File: src/rtl/diag_pkg.sv
package diag_pkg;
  typedef enum logic [1:0] {
    DG_SHG  = 2'b00,
    DG_OPEN = 2'b01,
    DG_OVL  = 2'b10,
    DG_OK   = 2'b11
  } diag_code_e;

  localparam int unsigned NUM_COND = 3;
  localparam int unsigned IDX_OVL  = 0;
  localparam int unsigned IDX_SHG  = 1;
  localparam int unsigned IDX_OPEN = 2;
endpackage

File: src/rtl/diag_filter.sv
module diag_filter #(
  parameter int unsigned FILT_CYCLES = 6
) (
  input  logic clk,
  input  logic rst_n,
  input  logic restart,
  input  logic cond,
  output logic qual
);
  localparam int unsigned CW = $clog2(FILT_CYCLES + 1);
  localparam logic [CW-1:0] LIM = CW'(FILT_CYCLES);

  logic [CW-1:0] cnt_q;

  always_ff @(posedge clk or negedge rst_n) begin
    if (!rst_n)                 cnt_q <= '0;
    else if (restart || !cond)  cnt_q <= '0;
    else if (cnt_q != LIM)      cnt_q <= cnt_q + 1'b1;
  end

  assign qual = cond && (cnt_q == LIM);

  // a qualification needs the condition seen on the previous edge too
  a_r3_qual_has_history: assert property (@(posedge clk) disable iff (!rst_n)
    qual |-> $past(cond));
endmodule

File: src/rtl/diag_slot.sv
module diag_slot
  import diag_pkg::*;
#(
  parameter int unsigned FILT_CYCLES = 6
) (
  input  logic       clk,
  input  logic       rst_n,
  input  logic       ch_on,
  input  logic       ovl,
  input  logic       open_ld,
  input  logic       shg,
  input  logic       clr,
  output diag_code_e code
);
  logic [NUM_COND-1:0] gated;
  logic [NUM_COND-1:0] qual;
  diag_code_e          code_q;
  diag_code_e          code_d;

  // state gating
  assign gated[IDX_OVL]  = ovl && ch_on;
  assign gated[IDX_SHG]  = shg && !ch_on;
  assign gated[IDX_OPEN] = open_ld && !ch_on;

  for (genvar k = 0; k < NUM_COND; k++) begin : g_filt
    diag_filter #(.FILT_CYCLES(FILT_CYCLES)) filt_i (
      .clk     (clk),
      .rst_n   (rst_n),
      .restart (clr),
      .cond    (gated[k]),
      .qual    (qual[k])
    );
  end

  // priority and overwrite; clear wins
  always_comb begin
    code_d = code_q;
    if (clr)                  code_d = DG_OK;
    else if (qual[IDX_OVL])   code_d = DG_OVL;
    else if (qual[IDX_SHG])   code_d = DG_SHG;
    else if (qual[IDX_OPEN])  code_d = DG_OPEN;
  end

  always_ff @(posedge clk or negedge rst_n) begin
    if (!rst_n) code_q <= DG_OK;
    else        code_q <= code_d;
  end

  assign code = code_q;

  a_r8_clear_to_ok: assert property (@(posedge clk) disable iff (!rst_n)
    clr |=> (code == DG_OK));

  a_r4_off_codes: assert property (@(posedge clk) disable iff (!rst_n)
    ((code != $past(code)) && (code == DG_OPEN || code == DG_SHG)) |-> !$past(ch_on));

  a_r4_on_code: assert property (@(posedge clk) disable iff (!rst_n)
    ((code != $past(code)) && (code == DG_OVL)) |-> $past(ch_on));

  a_r9_hold: assert property (@(posedge clk) disable iff (!rst_n)
    (!clr && (qual == '0)) |=> $stable(code));
endmodule

File: src/rtl/diag_register.sv
module diag_register
  import diag_pkg::*;
#(
  parameter int unsigned NUM_CH      = 8,
  parameter int unsigned FILT_CYCLES = 6
) (
  input  logic                  clk,
  input  logic                  rst_n,
  input  logic [NUM_CH-1:0]     ch_on,
  input  logic [NUM_CH-1:0]     cond_ovl,
  input  logic [NUM_CH-1:0]     cond_open,
  input  logic [NUM_CH-1:0]     cond_shg,
  input  logic                  clr_valid,
  output logic [2*NUM_CH-1:0]   diag_word,
  output logic                  fault_n
);
  diag_code_e codes [NUM_CH];

  for (genvar i = 0; i < NUM_CH; i++) begin : g_ch
    diag_slot #(.FILT_CYCLES(FILT_CYCLES)) slot_i (
      .clk     (clk),
      .rst_n   (rst_n),
      .ch_on   (ch_on[i]),
      .ovl     (cond_ovl[i]),
      .open_ld (cond_open[i]),
      .shg     (cond_shg[i]),
      .clr     (clr_valid),
      .code    (codes[i])
    );
    // channel i at bits 2i+1:2i
    assign diag_word[2*i +: 2] = codes[i];
  end

  // any code other than 11 carries a zero bit
  assign fault_n = &diag_word;

  a_r7_flag_sticky: assert property (@(posedge clk) disable iff (!rst_n)
    (!fault_n && !clr_valid) |=> !fault_n);

  a_r8_flag_release: assert property (@(posedge clk) disable iff (!rst_n)
    clr_valid |=> fault_n);
endmodule

File: config.mk
export PLATFORM = sky130hd
export DESIGN_NAME = diag_register
export DESIGN_NICKNAME = d
export VERILOG_FILES = /design/src/rtl/diag_pkg.sv /design/src/rtl/diag_filter.sv /design/src/rtl/diag_slot.sv /design/src/rtl/diag_register.sv
export SDC_FILE = /design/constraint.sdc
export NUM_CORES = 1
export LEC_CHECK = 0
export CORE_MARGIN = 8
export CORE_UTILIZATION = 40
export DETAILED_ROUTE_END_ITERATION = 16
export SLEW_MARGIN = 25
export SYNTH_ARGS = -nofsm -noshare
export SYNTH_HDL_FRONTEND = slang
export SYNTH_SLANG_ARGS = --single-unit
File: constraint.sdc
create_clock -name clk -period 1.8 [get_ports clk]
set_input_delay 0.45 -clock clk [delete_from_list [all_inputs] [get_ports clk]]
set_output_delay 0.45 -clock clk [all_outputs]
set_load 0.03 [all_outputs]
### Yosys cells after proc, flatten, opt, wreduce, memory -nomap -nowiden

Cells that the tools add are included.

| storage, ports and cells | value |
|---|---|
| bits in registers | 88 |
| output and inout bits | 17 |
| logic and storage cells | 321 |

| cells by class | value |
|---|---|
| add/sub/neg operators | 24 |
| equal/unequal tests | 48 |
| multiplexer cells | 80 |
| reduce and logical (&&, ||, !) cells | 137 |

Operators by type and width:

| operator | number |
|---|---|
| $mux W3 | 48 |
| $add A3 B1 Y3 const B | 24 |
| $eq A3 B3 Y1 const B | 24 |
| $ne A3 B3 Y1 const B | 24 |
| $mux W2 | 32 |
| $logic_and A1 B1 Y1 | 48 |
| $reduce_bool A2 Y1 | 24 |
| $logic_not A1 Y1 | 32 |
| $reduce_bool A4 Y1 | 8 |
| $logic_or A1 B1 Y1 | 24 |
| $reduce_and A16 Y1 | 1 |

### Longest topological paths before layout

Gate-level depths: netlist of the first run.

| logic depth | value |
|---|---|
| depth after elaboration | 7 |
| gate-level depth with buffers | 5 |
| depth with buffers taken out | 5 |

### By module

Synthesis of the first run repeated with hierarchy kept, for this count alone.

| unflattened totals | value |
|---|---|
| cell total of the unflattened synthesis | 493 |
| area, all modules | 5122.4 um^2 |

By module, submodules not included:

| module | instances | cells an instance | area each (um^2) |
|---|---|---|---|
| diag_filter | 24 | 17 | 178.9 |
| diag_slot | 8 | 10 | 98.8 |
| diag_register | 1 | 5 | 37.5 |

### Worst setup path before layout of the first run

OpenSTA, ideal clock, no wires.

| path | value |
|---|---|
| kind | register to output |
| start | reg g_ch[7].slot_i.code_q[0] |
| end | out fault_n |
| arrival time | 1.738 ns |
| data required time | 1.350 ns |
| setup slack | -0.388 ns |
| stages on the path, launching flop included | 3 |
| buffers on the path | 0 |
| path through | dfstp_2 nand4_1 nor4_1 |

| on the way | value |
|---|---|
| word-level cells in the longest chain between the ends | 1 |

Ends and longest elaborated chain:

| what | line | source |
|---|---|---|
| start, declared | diag_slot.sv:17 | `diag_code_e code_q;` |
| start signal, assigned | diag_slot.sv:46 | `else code_q <= code_d;` |
| $reduce_and A16 Y1 | diag_register.sv:35 | `assign fault_n = &diag_word;` |
| end, declared | diag_register.sv:15 | `output logic fault_n` |

Every way passes these cells.

### Worst setup path after layout of the first run

| path | value |
|---|---|
| start | reg g_ch[5].slot_i.code_q[1] |
| end | out fault_n |

| on the way | value |
|---|---|
| word-level cells in the longest chain between the ends | 1 |

Ends and longest elaborated chain:

| what | line |
|---|---|
| start, declared | diag_slot.sv:17 |
| start signal, assigned | diag_slot.sv:46 |
| $reduce_and A16 Y1 | diag_register.sv:35 |

Every way passes these cells.

==> out/qor.yml, run 1 <==
status: "finished, violations left"
violations: "setup timing"
startpoint: "g_ch[5].slot_i.code[1]"
r2r_slack_ps: 450
dominantRegCellSynth: "dfrtp_1"
slew_viol_final: 0
crit_path_start_kind: "flop"
start_util: 0.411
dp_hpwl_um: 6910
gp_congestion: 0.716
syn_inst: 476
syn_avg_cell_area_um2: 9.85
async_reset_ff_frac: 1.00
grt_max_degree: 89
cp_cell_sequence: "nand4_1 -> nor4_4 -> buf_6"
antenna_found_initial: 0
rsz0062_at_grt: "true"
cts_sinks: 88
remaining_drc_errors: 0
wl_per_cell_um: 13.8
io_pins: 52
hold_violations: 0
fmax_mhz: 490
coreArea_um2: 11400
yosysTopAreaCellShare: 0.384
via_per_inst: 5.04
setup_viol: 1
drt_wl_total_um: 9530
synth_top_cell_by_area: "dfrtp_1"
holdBufCountCts: 0
clk_latency_ps: 340
crit_family: "flip-flops"
maxCapViolCount: 0
drive_above_1_share: 0.120
synth_area_leaders: "dfrtp_1 (38%), ha_1 (13%), dfstp_2 (9.0%), nor2_1 (8.5%), nand2_1 (4.7%)"
min_period_ps: 2040
yosysMostFrequentCell: "nor2_1"
vias: 3486
whs_ps: 142
io_buffers: 51
clk_path_buf_depth: 2
r2r_start: "g_ch[0].slot_i.g_filt[1].filt_i.cnt_q[0]"
ys_top_cells_by_count: "nor2_1 (106), dfrtp_1 (72), nand2_1 (59)"
area_growth_pct: 22.2
clock_skew_ps: 5.64
syn_nets: 559
placed_cells_incl_taps: 672
drtIter0Drc: 191
path_buf_inv: 1
ant_nets: 0
cts_tree: "built"
grt.overflow.total: 0
grt_use_total: 0.131
worst_pin_slew_ps: 476
crit_arrival_ps: 1590
ir_drop_mv: 0.653
ys_seq_area_frac: 0.474
ys_ff_latch: 88
clockRootBuffer: "clkbuf_16"
finalCritPeriodShare: 1.13
dr.pass1.iters: 4
die_h_um: 124
path_clk_slew_ps: 60
dieArea_um2: 15400
syn_area_um2: 4690
die_w_um: 124
tns_ps: -242
finalNonFillerCells: 692
p_leak_nw: 2.60
antenna_cells: 0
synth.distinct_cells: 33
power_density_nw_per_um2: 735
rows: 39
cp_data_required_time_ps: 1350
synth_edf_count: 0
critPathMaxStageDelay_ps: 540
fin_nets: 627
worstSetupEndpointType: "primary output"
slowest_stage: "dfstp_2"
setup_ws_ps: -242
htree_levels: 3
total_power_mw: 4.21
hp-class: "input port to asynchronous set/reset pin"
cp_max_fo: 2
first_global_vias: 3668
dp_slack_ps: -57.7
grt_first_pass_wirelength_um: 16900
yosys_warnings: 0
critPathKind: "flop to primary output"
cts_inserted_buffers: 9
max_slew_margin: 0.682
-- logic make-up (layout without fill, tap and decap cells) --
kind of cell               after synthesis  count (layout)  share of synthesized area
DFF                                     88              88                      0.474
xor gates and xnor gates                24              24                     0.0448
buffers and inverters                   31             104                     0.0304
AOI/OAI and AO/OA                       45              45                     0.0771
and+or+nand+nor                        240             240                      0.246
adders and majority gates               48              48                      0.128
-- flip-flops by register name, indices dropped and copies added (netlist names) --
register / flops
g_ch.slot_i.g_filt.filt_i.cnt_q: 72
g_ch.slot_i.code: 16
-- cells in the final DEF (no fill, tap or decap), drive strengths merged, types with 3 or more instances in the layout --
cell,netlist,routed
a211o,4,4
a211oi,24,24
and4b,4,4
buf,3,12
clkbuf,1,17
clkdlybuf4s15,0,3
clkdlybuf4s50,0,33
dfrtp,72,72
dfstp,16,16
dlygate4sd2,0,9
ha,48,48
inv,27,27
nand2,59,59
nand2b,7,7
nand3b,5,5
nand4,6,6
nand4b,8,8
nor2,106,106
nor2b,4,4
nor3,24,24
o221ai,4,4
o22ai,3,3
or2,4,4
or3b,11,11
xnor2,24,24
-- metrics by stage --
stage | instance area, um2 | utilization
2_1_floorplan | 4710 | -
3_3_place_gp | 5430 | 0.476
4_1_cts | 5720 | 0.501
6_report | 5730 | 0.502
3_5_place_dp | 5430 | 0.476
5_1_grt | 5730 | 0.502
-- path summary, 6_finish.rpt --
kind                                                                  to  cells after the start
worst max register to register                    g_ch[0].slot_i.code[1]                      5
worst min-delay path            g_ch[2].slot_i.g_filt[2].filt_i.cnt_q[0]                      2
max in group asynchronous                         g_ch[6].slot_i.code[0]                      2
min in group clk                                  g_ch[6].slot_i.code[1]                      2
worst max-delay path                                             fault_n                      3
worst min register to register                    g_ch[6].slot_i.code[1]                      2
-- where the power goes --
group	leakage, nW	total, mW	internal [mW]	switching, mW
combinational	1.29	0.286	0.149	0.138
sequential	1.16	2.03	2.01	0.0262
clock	0.150	1.89	1.15	0.747
-- per-layer routing --
| metal | wire length [um] | global-route usage | vias to the layer above |
|---|---|---|---|
| met4 | 120 | 0.0383 | 0 |
| met1 | 4520 | 0.156 | 1682 |
| met2 | 4450 | 0.213 | 47 |
| met5 | 0 | 0 | - |
| li1 | - | - | 1747 |
| met3 | 432 | 0.0498 | 10 |
-- final cells by class --
cell class	count	area, um2
Tap cell	143	179
Clock inverter	3	40.0
Sequential cell	88	2220
Inverter	27	101
Fill cell	1067	5680
Clock buffer	13	260
Multi-Input combinational cell	357	2340
Timing Repair Buffer	61	591
-- what timing repair did --
action                     in CTS  in global routing
setup endpoints to repair      17                  7
buffers inserted                0                  4
resized for setup              17                 11
pin swaps                       3                  3
(Power assumes the default switching activity.)
==> run 2: changes to the inputs <==
Settings changed: SKIP_CTS_REPAIR_TIMING set to 1.
==> out/qor.yml, run 2 (synthesis results as in run 1) <==
multi_input_area_um2: 2340  # unchanged
finalNonFillerCells: 688  # was 692
rows: 39  # unchanged
max_slew_margin: 0.683  # was 0.682
status: "finished, violations left"  # unchanged
path_clk_slew_ps: 60  # about the same
p_leak_nw: 2.60  # about the same
io_pins: 52  # unchanged
start_util: 0.411  # unchanged
remaining_drc_errors: 0  # unchanged
antenna_cells: 0  # unchanged
power.switching_mw: 0.913  # was 0.910 mW
placed_cells_incl_taps: 672  # unchanged
wl_met1_um: 4510  # was 4520 um
clockRootBuffer: "clkbuf_16"  # unchanged
setup_ws_ps: -296  # was -242 ps
cp_data_required_time_ps: 1350  # about the same
violations: "setup timing"  # unchanged
rsz0062_at_grt: "true"  # unchanged
ir_drop_mv: 0.657  # was 0.653 mV
power_frac_comb: 0.068  # about the same
dp_slack_ps: -57.7  # unchanged
fin_nets: 623  # was 627
drt_wl_total_um: 9560  # was 9530 um
finalCritPeriodShare: 1.16  # was 1.13
p_int_mw: 3.30  # about the same
worstSetupEndpointType: "primary output"  # unchanged
cts_sinks: 88  # unchanged
clkPwrFrac: 0.450  # about the same
dr.pass1.iters: 4  # unchanged
wl_per_cell_um: 13.9  # was 13.8 um
maxCapViolCount: 0  # unchanged
p_sw_frac: 0.217  # was 0.216
hp-class: "input port to asynchronous set/reset pin"  # unchanged
p_seq_frac: 0.482  # about the same
top_layer: "met4"  # unchanged
cts_tree: "built"  # unchanged
crit_path_start_kind: "flop"  # unchanged
grt_use_total: 0.130  # was 0.131
power_density_nw_per_um2: 730  # was 735 nW/um2
cts_inserted_buffers: 9  # unchanged
grt_max_degree: 89  # unchanged
ant_nets: 0  # unchanged
met2_wirelength_um: 4500  # was 4450 um
vias: 3476  # was 3486
clk_latency_ps: 340  # about the same
largest_reg_flops: 72  # unchanged
worst_pin_slew_ps: 475  # was 476 ps
clock_skew_ps: 6.15  # was 5.64 ps
via_per_inst: 5.05  # was 5.04
wl_met3_um: 435  # was 432 um
drtIter0Drc: 169  # was 191
die_w_um: 124  # unchanged
dieArea_um2: 15400  # unchanged
slew_viol_final: 0  # unchanged
hold_violations: 0  # unchanged
coreArea_um2: 11400  # unchanged
final_common_cell: "nor2_1"  # unchanged
crit_arrival_ps: 1650  # was 1590 ps
htree_levels: 3  # unchanged
clk_path_buf_depth: 2  # unchanged
die_h_um: 124  # unchanged
grt_first_pass_wirelength_um: 16900  # about the same
grt.overflow.total: 0  # unchanged
largest_register: "g_ch.slot_i.g_filt.filt_i.cnt_q"  # unchanged
drive_above_1_share: 0.106  # was 0.120
min_period_ps: 2100  # was 2040 ps
io_buffers: 51  # unchanged
seqCellArea_um2: 2220  # unchanged
first_global_vias: 3670  # was 3668
area_growth_pct: 23.1  # was 22.2%
antenna_found_initial: 0  # unchanged
fillers: 1060  # was 1067
dp_hpwl_um: 6910  # unchanged
setup_viol: 1  # unchanged
layout_common_cells: "nor2_1 (106), dfrtp_1 (72), nand2_1 (59)"  # unchanged
fmax_mhz: 477  # was 490 MHz
gp_congestion: 0.716  # unchanged
cp_max_fo: 3  # was 2
critPathKind: "flop to primary output"  # unchanged
-- run 2: power by group through the flow --
stage | clock [mW] | sequential [mW] | combinational [mW]
final | 1.90 | 2.03 | 0.287
after global routing | 2.05 | 2.04 | 0.322
after CTS | 1.98 | 2.03 | 0.294
after detailed placement | 0 | 2.07 | 0.290
after global placement | 0 | 2.07 | 0.286
after floorplan | 0 | 2.06 | 0.123
-- run 2: cell type report --
type | count | share of cell area
clock buffer | 13 | 0.0451
multi-input combinational | 357 | 0.405
timing repair buffer | 57 | 0.109
inverter | 27 | 0.0175
clock inverter | 3 | 0.00693
sequential | 88 | 0.385
tap | 143 | 0.0310
-- run 2: per-layer routing --
layer,global-route usage,vias up
met1,0.155,1675
met4,0.0383,0
met5,0,-
met3,0.0498,10
li1,-,1740
met2,0.213,51
-- run 2: worst paths after layout --
kind | from | to | slack (ps) | depth (start not counted)
worst max-delay path | g_ch[5].slot_i.code[0] | fault_n | -300 | 3
worst min-delay path | rst_n | g_ch[2].slot_i.g_filt[2].filt_i.cnt_q[0] | 140 | 2
worst max register to register | g_ch[0].slot_i.g_filt[1].filt_i.cnt_q[0] | g_ch[0].slot_i.code[1] | 450 | 5
max in group asynchronous | rst_n | g_ch[0].slot_i.code[1] | 1270 | 2
min in group clk | g_ch[6].slot_i.code[1] | g_ch[6].slot_i.code[1] | 510 | 2
worst min register to register | g_ch[6].slot_i.code[1] | g_ch[6].slot_i.code[1] | 510 | 2
-- run 2: metrics by stage --
step | util | area (um2) | power, mW | hold slack [ps] | setup TNS, ps
floorplan | - | 4710 | 2.19 | 154 | 0
global placement | 0.476 | 5430 | 2.35 | 513 | -3.61
detailed placement | 0.476 | 5430 | 2.36 | 511 | -93.6
CTS | 0.502 | 5730 | 4.31 | 159 | -4270
global route | 0.506 | 5780 | 4.41 | 175 | -349
finish | 0.506 | 5780 | 4.22 | 141 | -296
-- run 2: worst max-delay path: stages, from the launching register on --
cell and delay, ps:
dfstp_2 550, nand4_1 240, nor4_4 340, buf_6 170
